--- src/rtl/wdt_pkg.sv ---
package wdt_pkg;
  localparam int unsigned WDT_N_SRC = 4;
  localparam int unsigned WDT_SEL_W = 2;

  typedef enum logic [1:0] {
    A_PRESET = 2'd0,
    A_CTRL   = 2'd1,
    A_FLAG   = 2'd2
  } wdt_addr_e;

  typedef struct packed {
    logic [WDT_SEL_W-1:0] sel;
    logic                 irq_en;
    logic                 hold;
    logic                 run;
  } wdt_ctrl_t;

  localparam int unsigned WDT_CTRL_W = $bits(wdt_ctrl_t);
endpackage

--- src/rtl/wdt_regs.sv ---
module wdt_regs
  import wdt_pkg::*;
#(
  parameter int unsigned CNT_W = 24
) (
  input  logic             clk,
  input  logic             rst_n,
  input  logic             wr_en,
  input  logic [1:0]       addr,
  input  logic [CNT_W-1:0] wdata,
  input  logic             expire,
  output logic [CNT_W-1:0] preset_q,
  output wdt_ctrl_t        ctrl_q,
  output logic             irq_en_nx,
  output logic             flag_q,
  output logic             start
);
  logic [CNT_W-1:0] preset_d;
  wdt_ctrl_t        ctrl_d;
  logic             flag_d;
  logic             wr_preset, wr_ctrl, wr_flag;

  assign wr_preset = wr_en && (wdt_addr_e'(addr) == A_PRESET);
  assign wr_ctrl   = wr_en && (wdt_addr_e'(addr) == A_CTRL);
  assign wr_flag   = wr_en && (wdt_addr_e'(addr) == A_FLAG);

  always_comb begin
    preset_d = preset_q;
    ctrl_d   = ctrl_q;
    flag_d   = flag_q;
    if (wr_preset) preset_d = wdata;
    if (wr_ctrl)   ctrl_d   = wdt_ctrl_t'(wdata[WDT_CTRL_W-1:0]);
    if (wr_flag && !wdata[0]) flag_d = 1'b0;
    if (expire) flag_d = 1'b1;
  end

  assign start     = ctrl_d.run & ~ctrl_q.run;
  assign irq_en_nx = ctrl_d.irq_en;

  always_ff @(posedge clk or negedge rst_n) begin
    if (!rst_n) begin
      preset_q <= '0;
      ctrl_q   <= '0;
      flag_q   <= 1'b0;
    end else begin
      preset_q <= preset_d;
      ctrl_q   <= ctrl_d;
      flag_q   <= flag_d;
    end
  end
endmodule

--- src/rtl/wdt_tick_sel.sv ---
module wdt_tick_sel #(
  parameter int unsigned N_SRC = 4,
  parameter int unsigned SEL_W = $clog2(N_SRC)
) (
  input  logic [N_SRC-1:0] src_tick,
  input  logic [SEL_W-1:0] sel,
  output logic             tick
);
  logic [N_SRC-1:0] hit;

  for (genvar g = 0; g < N_SRC; g++) begin : g_src
    assign hit[g] = src_tick[g] & (sel == SEL_W'(g));
  end

  assign tick = |hit;
endmodule

--- src/rtl/wdt_count.sv ---
module wdt_count #(
  parameter int unsigned CNT_W = 24
) (
  input  logic             clk,
  input  logic             rst_n,
  input  logic             start,
  input  logic             run,
  input  logic             hold,
  input  logic             tick,
  input  logic [CNT_W-1:0] preset,
  output logic [CNT_W-1:0] cnt_q,
  output logic             expire
);
  logic [CNT_W-1:0] cnt_d, reload;
  logic             step;

  assign reload = (preset == '0) ? CNT_W'(1) : preset;
  assign step   = run & ~hold & tick;
  assign expire = step & (cnt_q == CNT_W'(1));

  always_comb begin
    cnt_d = cnt_q;
    if (start || expire) cnt_d = reload;
    else if (step)       cnt_d = cnt_q - CNT_W'(1);
  end

  always_ff @(posedge clk or negedge rst_n) begin
    if (!rst_n) cnt_q <= CNT_W'(1);
    else        cnt_q <= cnt_d;
  end
endmodule

--- src/rtl/wdt_irq_pulse.sv ---
module wdt_irq_pulse #(
  parameter int unsigned RET_CYC = 256,
  parameter int unsigned RET_W   = $clog2(RET_CYC + 1)
) (
  input  logic clk,
  input  logic rst_n,
  input  logic fire,
  input  logic en_nx,
  output logic irq_n
);
  logic [RET_W-1:0] left_q, left_d;

  always_comb begin
    left_d = left_q;
    if (!en_nx)              left_d = '0;
    else if (fire)           left_d = RET_W'(RET_CYC);
    else if (left_q != '0)   left_d = left_q - RET_W'(1);
  end

  always_ff @(posedge clk or negedge rst_n) begin
    if (!rst_n) left_q <= '0;
    else        left_q <= left_d;
  end

  assign irq_n = (left_q == '0);
endmodule

--- src/rtl/wakeup_timer.sv ---
module wakeup_timer
  import wdt_pkg::*;
#(
  parameter int unsigned CNT_W   = 24,
  parameter int unsigned RET_CYC = 256
) (
  input  logic                 clk,
  input  logic                 rst_n,
  input  logic [WDT_N_SRC-1:0] src_tick,
  input  logic                 reg_wr,
  input  logic [1:0]           reg_addr,
  input  logic [CNT_W-1:0]     reg_wdata,
  output logic [CNT_W-1:0]     reg_rdata,
  output logic                 irq_n
);
  localparam int unsigned RET_W = $clog2(RET_CYC + 1);

  logic [1:0]       rst_pipe;
  logic             rst_sync_n;
  logic [CNT_W-1:0] preset_q, cnt_q;
  wdt_ctrl_t        ctrl_q;
  logic             irq_en_nx, flag_q, start, tick, expire;

  always_ff @(posedge clk or negedge rst_n) begin
    if (!rst_n) rst_pipe <= 2'b00;
    else        rst_pipe <= {rst_pipe[0], 1'b1};
  end
  assign rst_sync_n = rst_pipe[1];

  wdt_regs #(.CNT_W(CNT_W)) u_regs (
    .clk(clk), .rst_n(rst_sync_n), .wr_en(reg_wr), .addr(reg_addr),
    .wdata(reg_wdata), .expire(expire), .preset_q(preset_q),
    .ctrl_q(ctrl_q), .irq_en_nx(irq_en_nx), .flag_q(flag_q), .start(start)
  );

  wdt_tick_sel #(.N_SRC(WDT_N_SRC), .SEL_W(WDT_SEL_W)) u_sel (
    .src_tick(src_tick), .sel(ctrl_q.sel), .tick(tick)
  );

  wdt_count #(.CNT_W(CNT_W)) u_count (
    .clk(clk), .rst_n(rst_sync_n), .start(start), .run(ctrl_q.run),
    .hold(ctrl_q.hold), .tick(tick), .preset(preset_q),
    .cnt_q(cnt_q), .expire(expire)
  );

  wdt_irq_pulse #(.RET_CYC(RET_CYC), .RET_W(RET_W)) u_pulse (
    .clk(clk), .rst_n(rst_sync_n), .fire(expire & ctrl_q.irq_en),
    .en_nx(irq_en_nx), .irq_n(irq_n)
  );

  always_comb begin
    case (wdt_addr_e'(reg_addr))
      A_PRESET: reg_rdata = ctrl_q.run ? cnt_q : preset_q;
      A_CTRL:   reg_rdata = CNT_W'(ctrl_q);
      A_FLAG:   reg_rdata = CNT_W'(flag_q);
      default:  reg_rdata = '0;
    endcase
  end
endmodule

--- config.mk ---
export PLATFORM = sky130hd
export DESIGN_NAME = wakeup_timer
export DESIGN_NICKNAME = d
export VERILOG_FILES = /design/src/rtl/wdt_pkg.sv /design/src/rtl/wdt_regs.sv /design/src/rtl/wdt_tick_sel.sv /design/src/rtl/wdt_count.sv /design/src/rtl/wdt_irq_pulse.sv /design/src/rtl/wakeup_timer.sv
export SDC_FILE = /design/constraint.sdc
export NUM_CORES = 1
export LEC_CHECK = 0
export BUFFER_PORTS_ARGS = -buffer_cell sky130_fd_sc_hd__buf_2
export CAP_MARGIN = 0
export CORE_MARGIN = 5
export CORE_UTILIZATION = 60
export DETAILED_ROUTE_END_ITERATION = 8
export PLACE_DENSITY = 0.83
export SLEW_MARGIN = 10
export SYNTH_ARGS = -nofsm -noshare
export SYNTH_HDL_FRONTEND = slang
export SYNTH_SLANG_ARGS = --single-unit
--- constraint.sdc ---
create_clock -name clk -period 4.35 [get_ports clk]
set_input_delay 0.6525 -clock clk [delete_from_list [all_inputs] [get_ports clk]]
set_output_delay 0.6525 -clock clk [all_outputs]
set_load 0.02 [all_outputs]
## Yosys cells after proc, flatten, opt, wreduce, memory -nomap -nowiden

Index checks and enable logic that the tools add are counted.

| word-level totals | value |
|---|---|
| register bits after elaboration | 65 |
| input port bits | 33 |
| output and inout bits | 25 |
| word-level logic and storage cells | 54 |

| cells by class | value |
|---|---|
| $add $sub $neg | 2 |
| eq/ne operators | 7 |
| multiplexer cells | 11 |
| bitwise logic cells | 11 |
| reductions and logical operators | 14 |

Operator list:

| kind | number |
|---|---|
| $mux 24 | 4 |
| $pmux 24 s3 | 1 |
| $mux 9 | 3 |
| $eq 24x1->1 const B | 1 |
| $logic_not 24->1 | 1 |
| $sub 24x1->24 const B | 1 |
| $and 1x1->1 | 9 |
| $logic_not 9->1 | 1 |
| $reduce_bool 9->1 | 1 |
| $sub 9x1->9 const B | 1 |
| $eq 2x2->1 const B | 3 |
| $eq 2x1->1 const B | 2 |
| $logic_and 1x1->1 | 4 |
| $logic_not 2->1 | 2 |
| $reduce_bool 2->1 | 2 |
| $reduce_or 4->1 | 1 |
| $mux 3 | 1 |
| $ne 3x1->1 const B | 1 |
| $mux 1 | 2 |
| $not 1->1 | 2 |
| $logic_not 1->1 | 1 |
| $logic_or 1x1->1 | 1 |

## Depth between registers and ports, before layout

| depth | value |
|---|---|
| word-level depth | 8 |
| depth in mapped cells | 8 |
| depth with buffers taken out | 7 |

## Modules after synthesis

A second synthesis with hierarchy kept.

| second synthesis, totals | value |
|---|---|
| cells, all modules | 345 |
| area, all modules | 3,722.3 um2 |

By module, submodules not included:

| module | times used | cells an instance | area each (um2) | sequential area each (um2) |
|---|---|---|---|---|
| wdt_count | 1 | 165 | 1,517.7 | 601.8 |
| wdt_regs | 1 | 66 | 1,152.4 | 750.7 |
| wakeup_timer | 1 | 67 | 546.8 | 50.0 |
| wdt_irq_pulse | 1 | 46 | 483.0 | 225.2 |
| wdt_tick_sel | 1 | 1 | 22.5 | 0.0 |

## Worst setup path after synthesis

No wires, ideal clock.

| path | value |
|---|---|
| path type | input-to-output |
| start | input port reg_addr[1] |
| end | output port reg_rdata[10] |
| arrival time | 1.845 ns |
| required time | 3.697 ns |
| path slack | 1.852 ns |
| cell stages on the path | 5 |
| buffers on the path | 3 |
| cells stage by stage | clkbuf_1 > or2_2 > clkbuf_1 > clkbuf_1 > nor2_1 |

| on the way | value |
|---|---|
| cells in the longest elaborated chain, start to end | 2 |

RTL lines:

| what | line | text |
|---|---|---|
| start: declaration | wakeup_timer.sv:11 | `input logic [1:0] reg_addr,` |
| $eq 2x2->1, or another cell as far along | wakeup_timer.sv:52 | `case (wdt_addr_e'(reg_addr))` |
| $pmux 24 s3 (*) | wakeup_timer.sv:52 |  |
| end: declaration | wakeup_timer.sv:13 | `output logic [CNT_W-1:0] reg_rdata,` |

Mark *: on every way between the ends. The rest lies on a longest branch, timed or not.

## Final worst setup path

| path | value |
|---|---|
| start | register u_count.cnt_q[0] |
| end | register u_count.cnt_q[4] |

| on the way | value |
|---|---|
| cells in the longest elaborated chain, start to end | 4 |

RTL lines:

| what | line | text |
|---|---|---|
| start: declaration | wdt_count.sv:11 | `output logic [CNT_W-1:0] cnt_q,` |
| start signal: assignment | wdt_count.sv:29 | `else cnt_q <= cnt_d;` |
| branches (longest 4 deep; another with $sub 24x1->24) | -- |  |

Parallel ways; which one is timed is not known. The select of a mux whose other input is x is not followed.
A chain may end at the register's enable or synchronous reset.

==> flow_metrics.py <==
metrics = {
    "run_status": {
        "outcome": "finished, final reports clean",
    },
    "cells_and_area": {
        "fin_util": 0.696,
        "diodes": 0,
        "fillerInstances": 477,
        "fin_nets": 478,
        "drive_above_1_share": 0.286,
        "area.growth.synth_to_final_pct": 13.7,
        "final_cell_area_mm2": 0.00437,
    },
    "floorplan": {
        "num_rows": 29,
        "dieArea_mm2": 0.00810,
        "die_h_um": 90.0,
        "start_util": 0.612,
        "io_pins": 58,
        "die_w_um": 90.0,
        "core_mm2": 0.00628,
    },
    "worst_setup_path": {
        "r2r.worst_path.cells": 6,
        "crit_arrival_ns": 3.35,
        "required_ns": 4.63,
        "critPathLaunchType": "register",
        "cp-end-kind": "register",
        "critPathKind": "register to register",
        "cp_max_fo": 13,
    },
    "logic_synthesis": {
        "synth-main-ff-cell": "dfrtp_1",
        "syn-cell-area_mm2": 0.00384,
        "synthCells": 393,
        "synth_seq_area_share": 0.424,
        "synth-async-reset-ratio": 1.00,
        "syn-num-nets": 429,
        "synth-edff-count": 0,
        "yosys_warnings": 0,
        "syn_avg_cell_area_um2": 9.78,
        "ys_ff_latch": 65,
        "synthDistinctLibCells": 71,
    },
    "pwr": {
        "irDropWorstVdd_mv": 0.506,
        "clock_power_share": 0.256,
        "swShare": 0.384,
        "power.internal_mw": 1.39,
        "p_leak_nw": 1.91,
        "power.share.sequential": 0.427,
        "combPwrFrac": 0.316,
        "power_density_mw_per_mm2": 515,
        "switching_power_mw": 0.864,
    },
    "sta": {
        "setup_tns_ns": 0,
        "worst_slew_pin_slew_ns": 1.20,
        "slew_viol_final": 0,
        "post-route-period-util": 0.706,
        "max_slew_margin": 0.197,
        "finalHoldViolations": 0,
        "timing.fmax_mhz": 326,
        "setup_violations": 0,
        "min_period_ns": 3.07,
        "fin_worst_skew_ns": 0.0134,
        "rsz0062_at_grt": "no",
    },
    "clock_tree": {
        "clk_latency_ns": 0.36,
        "clk_pin_slew_ns": 0.08,
        "cts_resized": 0,
        "numCtsBuffers": 9,
        "clk_path_buf_depth": 2,
        "cts_sinks": 65,
        "cts-htree-levels": 3,
        "post_cts_buffers": 0,
        "cts_tree": "built",
        "ctsHoldBuffers": 0,
        "cts-root-buf": "clkbuf_8",
    },
    "routing": {
        "ant_nets": 0,
        "first_pass_iters": 5,
        "routed_wl_um": 10200,
        "viasPerCell": 6.55,
        "drt_iter0_drc": 528,
        "drcViolationCount": 0,
        "vias": 3430,
        "wl_per_cell_um": 19.4,
    },
    "min_path": {
        "hold_path_class": "input pin to async pin",
    },
    "global_routing": {
        "grt_antenna_before_repair": 0,
        "grt_usage": 0.250,
        "grt_start_max_net_pins": 64,
        "grt_pass1_vias": 3331,
        "overflow": 0,
        "grt_pass1_wl_um": 16600,
    },
    "job": {
        "maxCapViolations": 0,
    },
    "place": {
        "portBuffers": 57,
        "gp_congestion": 0.936,
        "placement.cell_area_mm2": 0.00415,
        "dp_hpwl_um": 6880,
    },
}
[area by class of cell]
cell class	instances	area [um^2]	area share
clock inverters	6	92.6	0.0212
multi-input cells	297	2080	0.476
repair buffers	60	308	0.0705
clock buffers	10	128	0.0292
inverters	9	33.8	0.00773
flip-flops and latches	65	1630	0.373
well taps	77	96.3	0.0221
[cell usage in the layout, fill, tap and decap left out, drive strengths merged, types with 4 or more instances in the layout]
| master | n |
|---|---|
| o32ai | 4 |
| nor3 | 16 |
| nor4 | 11 |
| dfrtp | 64 |
| nand4 | 7 |
| a211oi | 8 |
| nor2 | 62 |
| nand2 | 23 |
| buf | 60 |
| or3 | 4 |
| or4 | 4 |
| a21oi | 18 |
| nand3 | 11 |
| mux2i | 26 |
| mux2 | 27 |
| clkbuf | 10 |
| inv | 9 |
| or2 | 4 |
| o21ai | 14 |
[cell usage after synthesis, types with 2 or more instances]
| cell type | n | area share |
|---|---|---|
| clkbuf_1 | 12 | 0.012 |
| o211ai_1 | 2 | 0.0039 |
| nor4_2 | 2 | 0.0065 |
| buf_6 | 2 | 0.0059 |
| nor3b_1 | 2 | 0.0039 |
| and3_1 | 3 | 0.0049 |
| a21oi_1 | 18 | 0.023 |
| mux2i_1 | 26 | 0.068 |
| and2_1 | 2 | 0.0033 |
| or3_1 | 4 | 0.0065 |
| ha_1 | 3 | 0.0098 |
| nand2_1 | 21 | 0.021 |
| a31oi_1 | 2 | 0.0033 |
| or4_1 | 4 | 0.0078 |
| a2111oi_0 | 3 | 0.0068 |
| buf_1 | 2 | 0.0020 |
| dfrtp_1 | 64 | 0.42 |
| buf_2 | 5 | 0.0065 |
| o21bai_1 | 2 | 0.0039 |
| o31ai_1 | 2 | 0.0039 |
| or2_2 | 4 | 0.0065 |
| nand4_1 | 6 | 0.0098 |
| o311ai_0 | 2 | 0.0046 |
| o21ai_0 | 13 | 0.017 |
| a211oi_1 | 8 | 0.016 |
| mux2_2 | 27 | 0.079 |
| o22ai_1 | 2 | 0.0033 |
| xnor2_1 | 3 | 0.0068 |
| nor4_1 | 7 | 0.011 |
| nand4b_1 | 2 | 0.0046 |
| nor2_1 | 61 | 0.060 |
| nor3_2 | 2 | 0.0052 |
| nor3_1 | 13 | 0.017 |
| inv_1 | 9 | 0.0088 |
| o31a_1 | 2 | 0.0046 |
| nand3_1 | 11 | 0.014 |
| nor4_4 | 2 | 0.011 |
| nand3b_1 | 2 | 0.0039 |
| o32ai_1 | 4 | 0.0091 |
[power groups by stage]
| stage | Sequential [mW] | Combinational, mW | Clock, mW |
|---|---|---|---|
| after floorplan | 0.892 | 0.556 | 0 |
| after global placement | 0.947 | 0.673 | 0 |
| after detailed placement | 0.961 | 0.697 | 0 |
| after CTS | 0.950 | 0.711 | 0.578 |
| after global routing | 0.981 | 0.784 | 0.600 |
| final | 0.962 | 0.712 | 0.577 |
[state kept, by name (all words and copies together), names as in the netlist]
| register | cells |
|---|---|
| rst_pipe | 2 |
| u_regs.ctrl_q | 5 |
| u_regs.preset_q | 24 |
| u_regs.flag_q | 1 |
| u_pulse.left_q | 9 |
| u_count.cnt_q | 24 |
[cells by family (layout without fill, tap and decap cells)]
logic type / Yosys count / count (layout) / synth area share
AND/OR/NAND/NOR: 160 / 160 / 0.231
AO/OA/AOI/OAI: 75 / 75 / 0.136
flip-flops: 65 / 65 / 0.424
multiplexers: 54 / 54 / 0.153
buffers and inverters: 31 / 85 / 0.0368
XOR/XNOR: 4 / 4 / 0.00912
adder cells (fa/ha/maj): 3 / 3 / 0.00977
other: 1 / 1 / 0.000976
[critical path, cell delays in order, from the launching register on]
cell	delay [ns]
dfstp_2	0.60
ha_1	0.17
nor4b_1	0.41
nand4_2	0.48
o21ai_1	0.86
o221ai_1	0.26
a21oi_1	0.19
[per-stage QoR]
step	setup WS (ns)	instances	hold WS (ns)	power (mW)
floorplan	1.85	393	0.331	1.45
detailed placement	1.40	508	0.340	1.66
global route	1.07	524	0.0634	2.37
global placement	1.50	508	0.340	1.62
CTS	1.31	524	0.0618	2.24
finish	1.28	524	0.0654	2.25
[per-layer routing]
metal	GRT usage	part of all wire
met5	0	0
met4	0.123	0.030
met3	0.0743	0.096
met2	0.380	0.48
met1	0.325	0.40
[final timing paths]
kind	start	endpoint	slack, ns
max	u_count.cnt_q[0]	u_count.cnt_q[4]	1.28
min	rst_n	rst_pipe[1]	0.07
max reg2reg	u_count.cnt_q[0]	u_count.cnt_q[4]	1.28
min reg2reg	rst_pipe[0]	rst_pipe[1]	0.35
max in group asynchronous	rst_pipe[1]	u_count.cnt_q[20]	3.41
min in group clk	rst_pipe[0]	rst_pipe[1]	0.35
Power figures use the tool's default switching activity.
